### src/rtl/sdram_bringup_pkg.sv
// Shared encodings for the SDRAM bring-up sequencer.
// Command codes are {cs_n, ras_n, cas_n, we_n}.
package sdram_bringup_pkg;

    typedef enum logic [3:0] {
        SD_NOP = 4'b0111,
        SD_PRE = 4'b0010,
        SD_REF = 4'b0001,
        SD_MRS = 4'b0000
    } sd_cmd_e;

    typedef enum logic [2:0] {
        ST_IDLE,
        ST_PRE,
        ST_WAIT_RP,
        ST_REF,
        ST_WAIT_RFC,
        ST_MRS,
        ST_WAIT_MRD,
        ST_DONE
    } seq_state_e;

    localparam int MODE_W = 12;

    // Fallback word: length 1, sequential, latency 2.
    localparam logic [MODE_W-1:0] SAFE_MODE = 12'h020;

endpackage

### src/rtl/sdram_mode_word.sv
// Builds the mode register word from the configuration inputs and judges it.
// Assumes the inputs are held stable across the mode-load cycle.
module sdram_mode_word
    import sdram_bringup_pkg::*;
(
    input  logic [2:0]        burst_code,
    input  logic              interleave,
    input  logic [2:0]        cas_code,
    input  logic              single_write,
    output logic [MODE_W-1:0] word,
    output logic              legal
);

    logic burst_ok;
    logic cas_ok;

    // Legality of each field and selection of the word to be loaded.
    always_comb begin
        burst_ok = (burst_code <= 3'd3) || ((burst_code == 3'd7) && !interleave);
        cas_ok   = (cas_code == 3'd2) || (cas_code == 3'd3);
        legal    = burst_ok && cas_ok;
        if (legal) begin
            word = {2'b00, single_write, 2'b00, cas_code, interleave, burst_code};
        end else begin
            word = SAFE_MODE;
        end
    end

endmodule

### src/rtl/bringup_timer.sv
// Down-counter for the wait phases. It starts at RST_VAL on reset, reloads
// when asked, and stops at zero. `expired` is high while the count is zero.
module bringup_timer #(
    parameter int CNT_W   = 16,
    parameter int RST_VAL = 1
) (
    input  logic             clk,
    input  logic             rst_n,
    input  logic             load,
    input  logic [CNT_W-1:0] load_val,
    output logic             expired
);

    logic [CNT_W-1:0] cnt;

    // Reload or count down towards zero.
    always_ff @(posedge clk) begin
        if (!rst_n) begin
            cnt <= CNT_W'(RST_VAL);
        end else if (load) begin
            cnt <= load_val;
        end else if (cnt != '0) begin
            cnt <= cnt - 1'b1;
        end
    end

    assign expired = (cnt == '0);

endmodule

### src/rtl/sdram_bringup_seq.sv
// Power-up sequencer for a four-bank SDRAM. It holds the bus idle, then sends
// an all-bank precharge, REFRESH_CNT auto-refreshes and a mode load, each
// followed by its wait, and finally raises init_done.
// Assumptions: all wait parameters are at least 1, REFRESH_CNT is at least 2,
// and the cfg_* inputs are stable from reset release until init_done.
module sdram_bringup_seq
    import sdram_bringup_pkg::*;
#(
    parameter int CLK_MHZ     = 100,
    parameter int IDLE_US     = 200,
    parameter int T_RP_CYC    = 3,
    parameter int T_RFC_CYC   = 7,
    parameter int T_MRD_CYC   = 2,
    parameter int REFRESH_CNT = 2,
    parameter int DQM_W       = 2
) (
    input  logic              clk,
    input  logic              rst_n,
    input  logic [2:0]        cfg_burst_len,
    input  logic              cfg_interleave,
    input  logic [2:0]        cfg_cas_lat,
    input  logic              cfg_single_write,
    input  logic              cfg_mrs_first,
    output logic              sd_cke,
    output logic [DQM_W-1:0]  sd_dqm,
    output logic              sd_cs_n,
    output logic              sd_ras_n,
    output logic              sd_cas_n,
    output logic              sd_we_n,
    output logic [1:0]        sd_ba,
    output logic [MODE_W-1:0] sd_addr,
    output logic              init_done,
    output logic              cfg_error
);

    localparam int T_IDLE   = CLK_MHZ * IDLE_US;
    localparam int MAX_A    = (T_RP_CYC > T_RFC_CYC) ? T_RP_CYC : T_RFC_CYC;
    localparam int MAX_B    = (MAX_A > T_MRD_CYC) ? MAX_A : T_MRD_CYC;
    localparam int MAX_WAIT = (MAX_B > T_IDLE) ? MAX_B : T_IDLE;
    localparam int CNT_W    = $clog2(MAX_WAIT + 1);
    localparam int REF_W    = $clog2(REFRESH_CNT + 1);

    seq_state_e        state;
    seq_state_e        state_nx;
    sd_cmd_e           cmd;
    logic              swap_q;
    logic [REF_W-1:0]  ref_left;
    logic              tmr_load;
    logic [CNT_W-1:0]  tmr_val;
    logic              tmr_zero;
    logic [MODE_W-1:0] mode_word;
    logic              mode_legal;

    sdram_mode_word u_mode (
        .burst_code   (cfg_burst_len),
        .interleave   (cfg_interleave),
        .cas_code     (cfg_cas_lat),
        .single_write (cfg_single_write),
        .word         (mode_word),
        .legal        (mode_legal)
    );

    bringup_timer #(
        .CNT_W   (CNT_W),
        .RST_VAL (T_IDLE - 1)
    ) u_timer (
        .clk      (clk),
        .rst_n    (rst_n),
        .load     (tmr_load),
        .load_val (tmr_val),
        .expired  (tmr_zero)
    );

    // Next-state selection for the bring-up order.
    always_comb begin
        state_nx = state;
        unique case (state)
            ST_IDLE:     if (tmr_zero) state_nx = ST_PRE;
            ST_PRE:      state_nx = ST_WAIT_RP;
            ST_WAIT_RP:  if (tmr_zero) state_nx = swap_q ? ST_MRS : ST_REF;
            ST_REF:      state_nx = ST_WAIT_RFC;
            ST_WAIT_RFC: if (tmr_zero) begin
                             if (ref_left != '0) state_nx = ST_REF;
                             else                state_nx = swap_q ? ST_DONE : ST_MRS;
                         end
            ST_MRS:      state_nx = ST_WAIT_MRD;
            ST_WAIT_MRD: if (tmr_zero) state_nx = swap_q ? ST_REF : ST_DONE;
            ST_DONE:     state_nx = ST_DONE;
            default:     state_nx = ST_IDLE;
        endcase
    end

    // Timer reload on each command cycle, with that command's wait length.
    always_comb begin
        tmr_load = 1'b0;
        tmr_val  = '0;
        case (state)
            ST_PRE: begin tmr_load = 1'b1; tmr_val = CNT_W'(T_RP_CYC - 1);  end
            ST_REF: begin tmr_load = 1'b1; tmr_val = CNT_W'(T_RFC_CYC - 1); end
            ST_MRS: begin tmr_load = 1'b1; tmr_val = CNT_W'(T_MRD_CYC - 1); end
            default: ;
        endcase
    end

    // State register, order latch, refresh budget and error flag.
    always_ff @(posedge clk) begin
        if (!rst_n) begin
            state     <= ST_IDLE;
            swap_q    <= 1'b0;
            ref_left  <= '0;
            cfg_error <= 1'b0;
        end else begin
            state <= state_nx;
            if (state == ST_PRE) begin
                swap_q   <= cfg_mrs_first;
                ref_left <= REF_W'(REFRESH_CNT);
            end
            if (state == ST_REF) ref_left <= ref_left - 1'b1;
            if ((state == ST_MRS) && !mode_legal) cfg_error <= 1'b1;
        end
    end

    // Pin decode from the current state.
    always_comb begin
        cmd     = SD_NOP;
        sd_addr = '0;
        case (state)
            ST_PRE: begin cmd = SD_PRE; sd_addr[10] = 1'b1; end
            ST_REF: cmd = SD_REF;
            ST_MRS: begin cmd = SD_MRS; sd_addr = mode_word; end
            default: ;
        endcase
    end

    assign {sd_cs_n, sd_ras_n, sd_cas_n, sd_we_n} = cmd;
    assign sd_cke    = 1'b1;
    assign sd_dqm    = '1;
    assign sd_ba     = 2'b00;
    assign init_done = (state == ST_DONE);


    pre_all_banks_chk: assert property (@(posedge clk) disable iff (!rst_n)
        (cmd == SD_PRE) |-> sd_addr[10]);


    mrs_reserved_zero_chk: assert property (@(posedge clk) disable iff (!rst_n)
        (cmd == SD_MRS) |-> (sd_ba == 2'b00 && sd_addr[11:10] == 2'b00 && sd_addr[8:7] == 2'b00));


    cmd_gap_chk: assert property (@(posedge clk) disable iff (!rst_n)
        (cmd != SD_NOP) |=> (cmd == SD_NOP));


    ref_budget_chk: assert property (@(posedge clk) disable iff (!rst_n)
        (cmd == SD_REF) |-> (ref_left != '0));


    done_sticky_chk: assert property (@(posedge clk) disable iff (!rst_n)
        init_done |=> init_done);


    done_quiet_chk: assert property (@(posedge clk) disable iff (!rst_n)
        init_done |-> (cmd == SD_NOP));


    cfg_err_sticky_chk: assert property (@(posedge clk) disable iff (!rst_n)
        cfg_error |=> cfg_error);

endmodule

### config.mk
export PLATFORM = sky130hd
export DESIGN_NAME = sdram_bringup_seq
export DESIGN_NICKNAME = d
export VERILOG_FILES = /design/src/rtl/sdram_bringup_pkg.sv /design/src/rtl/sdram_mode_word.sv /design/src/rtl/bringup_timer.sv /design/src/rtl/sdram_bringup_seq.sv
export SDC_FILE = /design/constraint.sdc
export NUM_CORES = 1
export LEC_CHECK = 0
export BUFFER_PORTS_ARGS = -buffer_cell sky130_fd_sc_hd__buf_2
export CAP_MARGIN = 20
export CORE_ASPECT_RATIO = 1.2
export CORE_MARGIN = 3
export CORE_UTILIZATION = 55
export CTS_CLUSTER_SIZE = 10
export DETAILED_ROUTE_END_ITERATION = 10
export PLACE_DENSITY_LB_ADDON = 0.3
export REMOVE_ABC_BUFFERS = 1
export SYNTH_ARGS = -nofsm -noshare
export SYNTH_HDL_FRONTEND = slang
export SYNTH_HIERARCHICAL = 1
export SYNTH_SLANG_ARGS = --single-unit
### constraint.sdc
create_clock -name clk -period 4.25 [get_ports clk]
set_input_delay 0.85 -clock clk [delete_from_list [all_inputs] [get_ports clk]]
set_output_delay 0.85 -clock clk [all_outputs]
set_load 0.05 [all_outputs]
==> metrics.txt <==
Die Span Y=64.4 um; CP peak stage delay=0.56 ns; pre-CTS setup slack=1.66 ns; Seq cells post-synth=22; hold endpoint=ref_left[0]; Setup crit end kind=primary output; highest clock rate=387 MHz; area share of the largest cell type after synthesis=28.2%; top_reg_cell synth=dfxtp_1; Pwr Total=368 uW; post-synthesis sequential area ratio=28.2%; vias in the first global route=1238; DRT iter0 DRCs=28; Util after Layout=65.3%; Clock Skews=0.00178 ns; HP Class=flop to flop; antenna violations before repair=0; Filler cells=252; top cells by area, synth=dfxtp_1 28%, buf_4 5.8%, and2_1 4.8%; hold buffer count at CTS=0; DR pass1 iterations=4; status=complete, no violations; # setup viols final=0; Initial Utilization=59.5%; via density per instance=5.22; CTS tree=yes; Congestion Overflow GR=0; post-synth top area cell=dfxtp_1; Post-synth ARST share=0%; largest net degree at the start of global routing=22; RSZ-0062 raised after global routing=false; Slew headroom=51.1%; Post-DRT Antenna Nets=0; Setup Buffers After CTS=0; PwrDens=214 nW/um2; sequential cell area=440 um2; DRC=0; Multi-input gate area=1000 um2; Die Area=3520 um2; Die Span X=54.7 um; maxcap violations=0; VDD IR max=0.172 mV; routed via count=1400; crit path DAT=1.74 ns; Worst-Skew Late Latency=0.31 ns; crit-path max FO=13; Setup WS post-layout=1.66 ns; Crit path buffers/inverters=1; R2R cell count=8; Tmin final=2.59 ns; Worst R2R Setup Slack=1.77 ns; Critical Path RT=3.40 ns; Hold Startpoint=ref_left[0]; Worst-Margin Slew=0.723 ns; CTS resizes=0; global-route wire length before repair=5150 um; CTS Buf Count=3; CTS root buf=clkbuf_4; n_diodes=0; final hold viol count=0; Critical Path, Cell by Cell=and3b_1 -> and2_1 -> buf_2; startpoint types=flop; RR Startpoint=u_timer/cnt[0]; FF-to-FF End=state[2]; Mapped Area=1560 um2; Syn Area/Cell=7.62 um2; Mapped Cells=205; fin nets=249; Clock transition at path regs=0.12 ns; Area Growth Syn to Fin=9.77%; Synth cell types=49; DP Wirelength=2180 um; Max Slew Vio Count=0; H-tree depth=1; IO buf count=23; hold depth=2; Rows=20; IO Count=34; critical path type=flop to primary output; detailed-route wire length=2860 um; GP Congestion=0.787; routed wire length per instance=10.7 um; Setup TNS Final=0 ns; Overall Global Routing Usage=18.8%; Sink Count=22; Core Area=2630 um2; Ys Warns=6; fin crit share=60.8%; Clock Tree Buf Depth=2; Slowest cell on crit path=dfxtp_1; layout cells sized above 1=15.3%; Worst path top cell family by delay=simple AND/OR/NAND/NOR gates; Pleak=0.696 nW; number of synthesized flops with an enable pin=0
==> per-stage QoR <==
stage	instance area, um2	hold slack (ns)	std cells
after floorplan	1520	0.450	207
after global placement	1680	0.448	264
after detailed placement	1680	0.465	264
after CTS	1720	0.486	268
after global routing	1720	0.523	268
final	1720	0.486	268
==> how the worst max path moves through the flow <==
stage	from	depth (start not counted)	endpoint	slack, ns
finish	state[2]	3	sd_addr[9]	1.66
global route	state[2]	3	sd_addr[1]	1.50
global placement	cfg_interleave	5	sd_addr[9]	1.67
detailed placement	cfg_interleave	5	sd_addr[4]	1.66
CTS	state[2]	3	sd_addr[2]	1.64
floorplan	state[0]	3	sd_ras_n	1.58
==> registers in the layout, summed over array words and instances, names as in the netlist <==
| name | flops |
|---|---|
| cfg_error | 1 |
| ref_left | 2 |
| state | 3 |
| swap_q | 1 |
| u_timer/cnt | 15 |
==> report_power, final <==
group	total (mW)	switching (mW)	internal, mW
registers	0.211	0.00195	0.209
logic	0.0391	0.0264	0.0128
clock network	0.118	0.0658	0.0523
==> layer usage <==
layer	track usage [%]	part of all wire, %
met5	0	0
met2	29.6	46
met4	5.61	1.4
met3	3.73	6.1
met1	25.2	46
==> synth_stat cells (2+ instances only) <==
cell type / n
a21oi_1: 13
nor2b_1: 2
or4_1: 2
a31oi_1: 5
or3_1: 4
conb_1: 4
ha_1: 2
buf_4: 12
nand2b_1: 5
o21ai_0: 13
nand2b_4: 2
nor4_1: 3
nor3_1: 8
nor2_1: 9
a21boi_0: 2
mux2i_1: 2
nand3_1: 4
o211ai_1: 5
and3b_1: 2
or3b_1: 2
dfxtp_1: 22
clkbuf_1: 3
xnor2_1: 2
and2_1: 12
nand2_1: 15
a211oi_1: 4
o31ai_1: 3
nand4_1: 3
buf_2: 2
inv_1: 19
==> area by class of cell <==
class,instances,area share (%)
Multi-Input combinational cell,166,58.5
Sequential cell,22,25.7
Timing Repair Buffer,24,7.15
Inverter,19,4.16
Tap cell,33,2.41
Clock buffer,4,2.12
==> cells in the final DEF (no fill, tap or decap), drive strengths merged, types with 5 or more instances in the layout <==
cell type / Yosys / layout
inv: 19 / 19
buf: 15 / 24
nor3: 8 / 8
conb: 4 / 24
a21oi: 13 / 13
nand2: 15 / 15
a31oi: 5 / 5
dfxtp: 22 / 22
o21ai: 13 / 13
nor2: 9 / 9
and2: 12 / 12
nand2b: 7 / 7
o211ai: 5 / 5
==> kinds of logic after synthesis <==
logic type | synth area share, %
and+or+nand+nor | 32.0
AOI/OAI and AO/OA | 21.1
buffers and inverters | 12.4
DFF | 28.2
other | 0.960
xor gates and xnor gates | 1.68
muxes | 2.00
adders and majority gates | 1.60
==> worst register-to-register path: cells and delay by family, from the launching register on <==
kind	cells	cell delay, ns
AND/OR/NAND/NOR	3	1.26
AO/OA/AOI/OAI	2	0.21
buffers and inverters	2	0.37
adder cells (fa/ha/maj)	1	0.20
flip-flops	1	0.34
No activity file was read; power rests on OpenSTA's default activity.
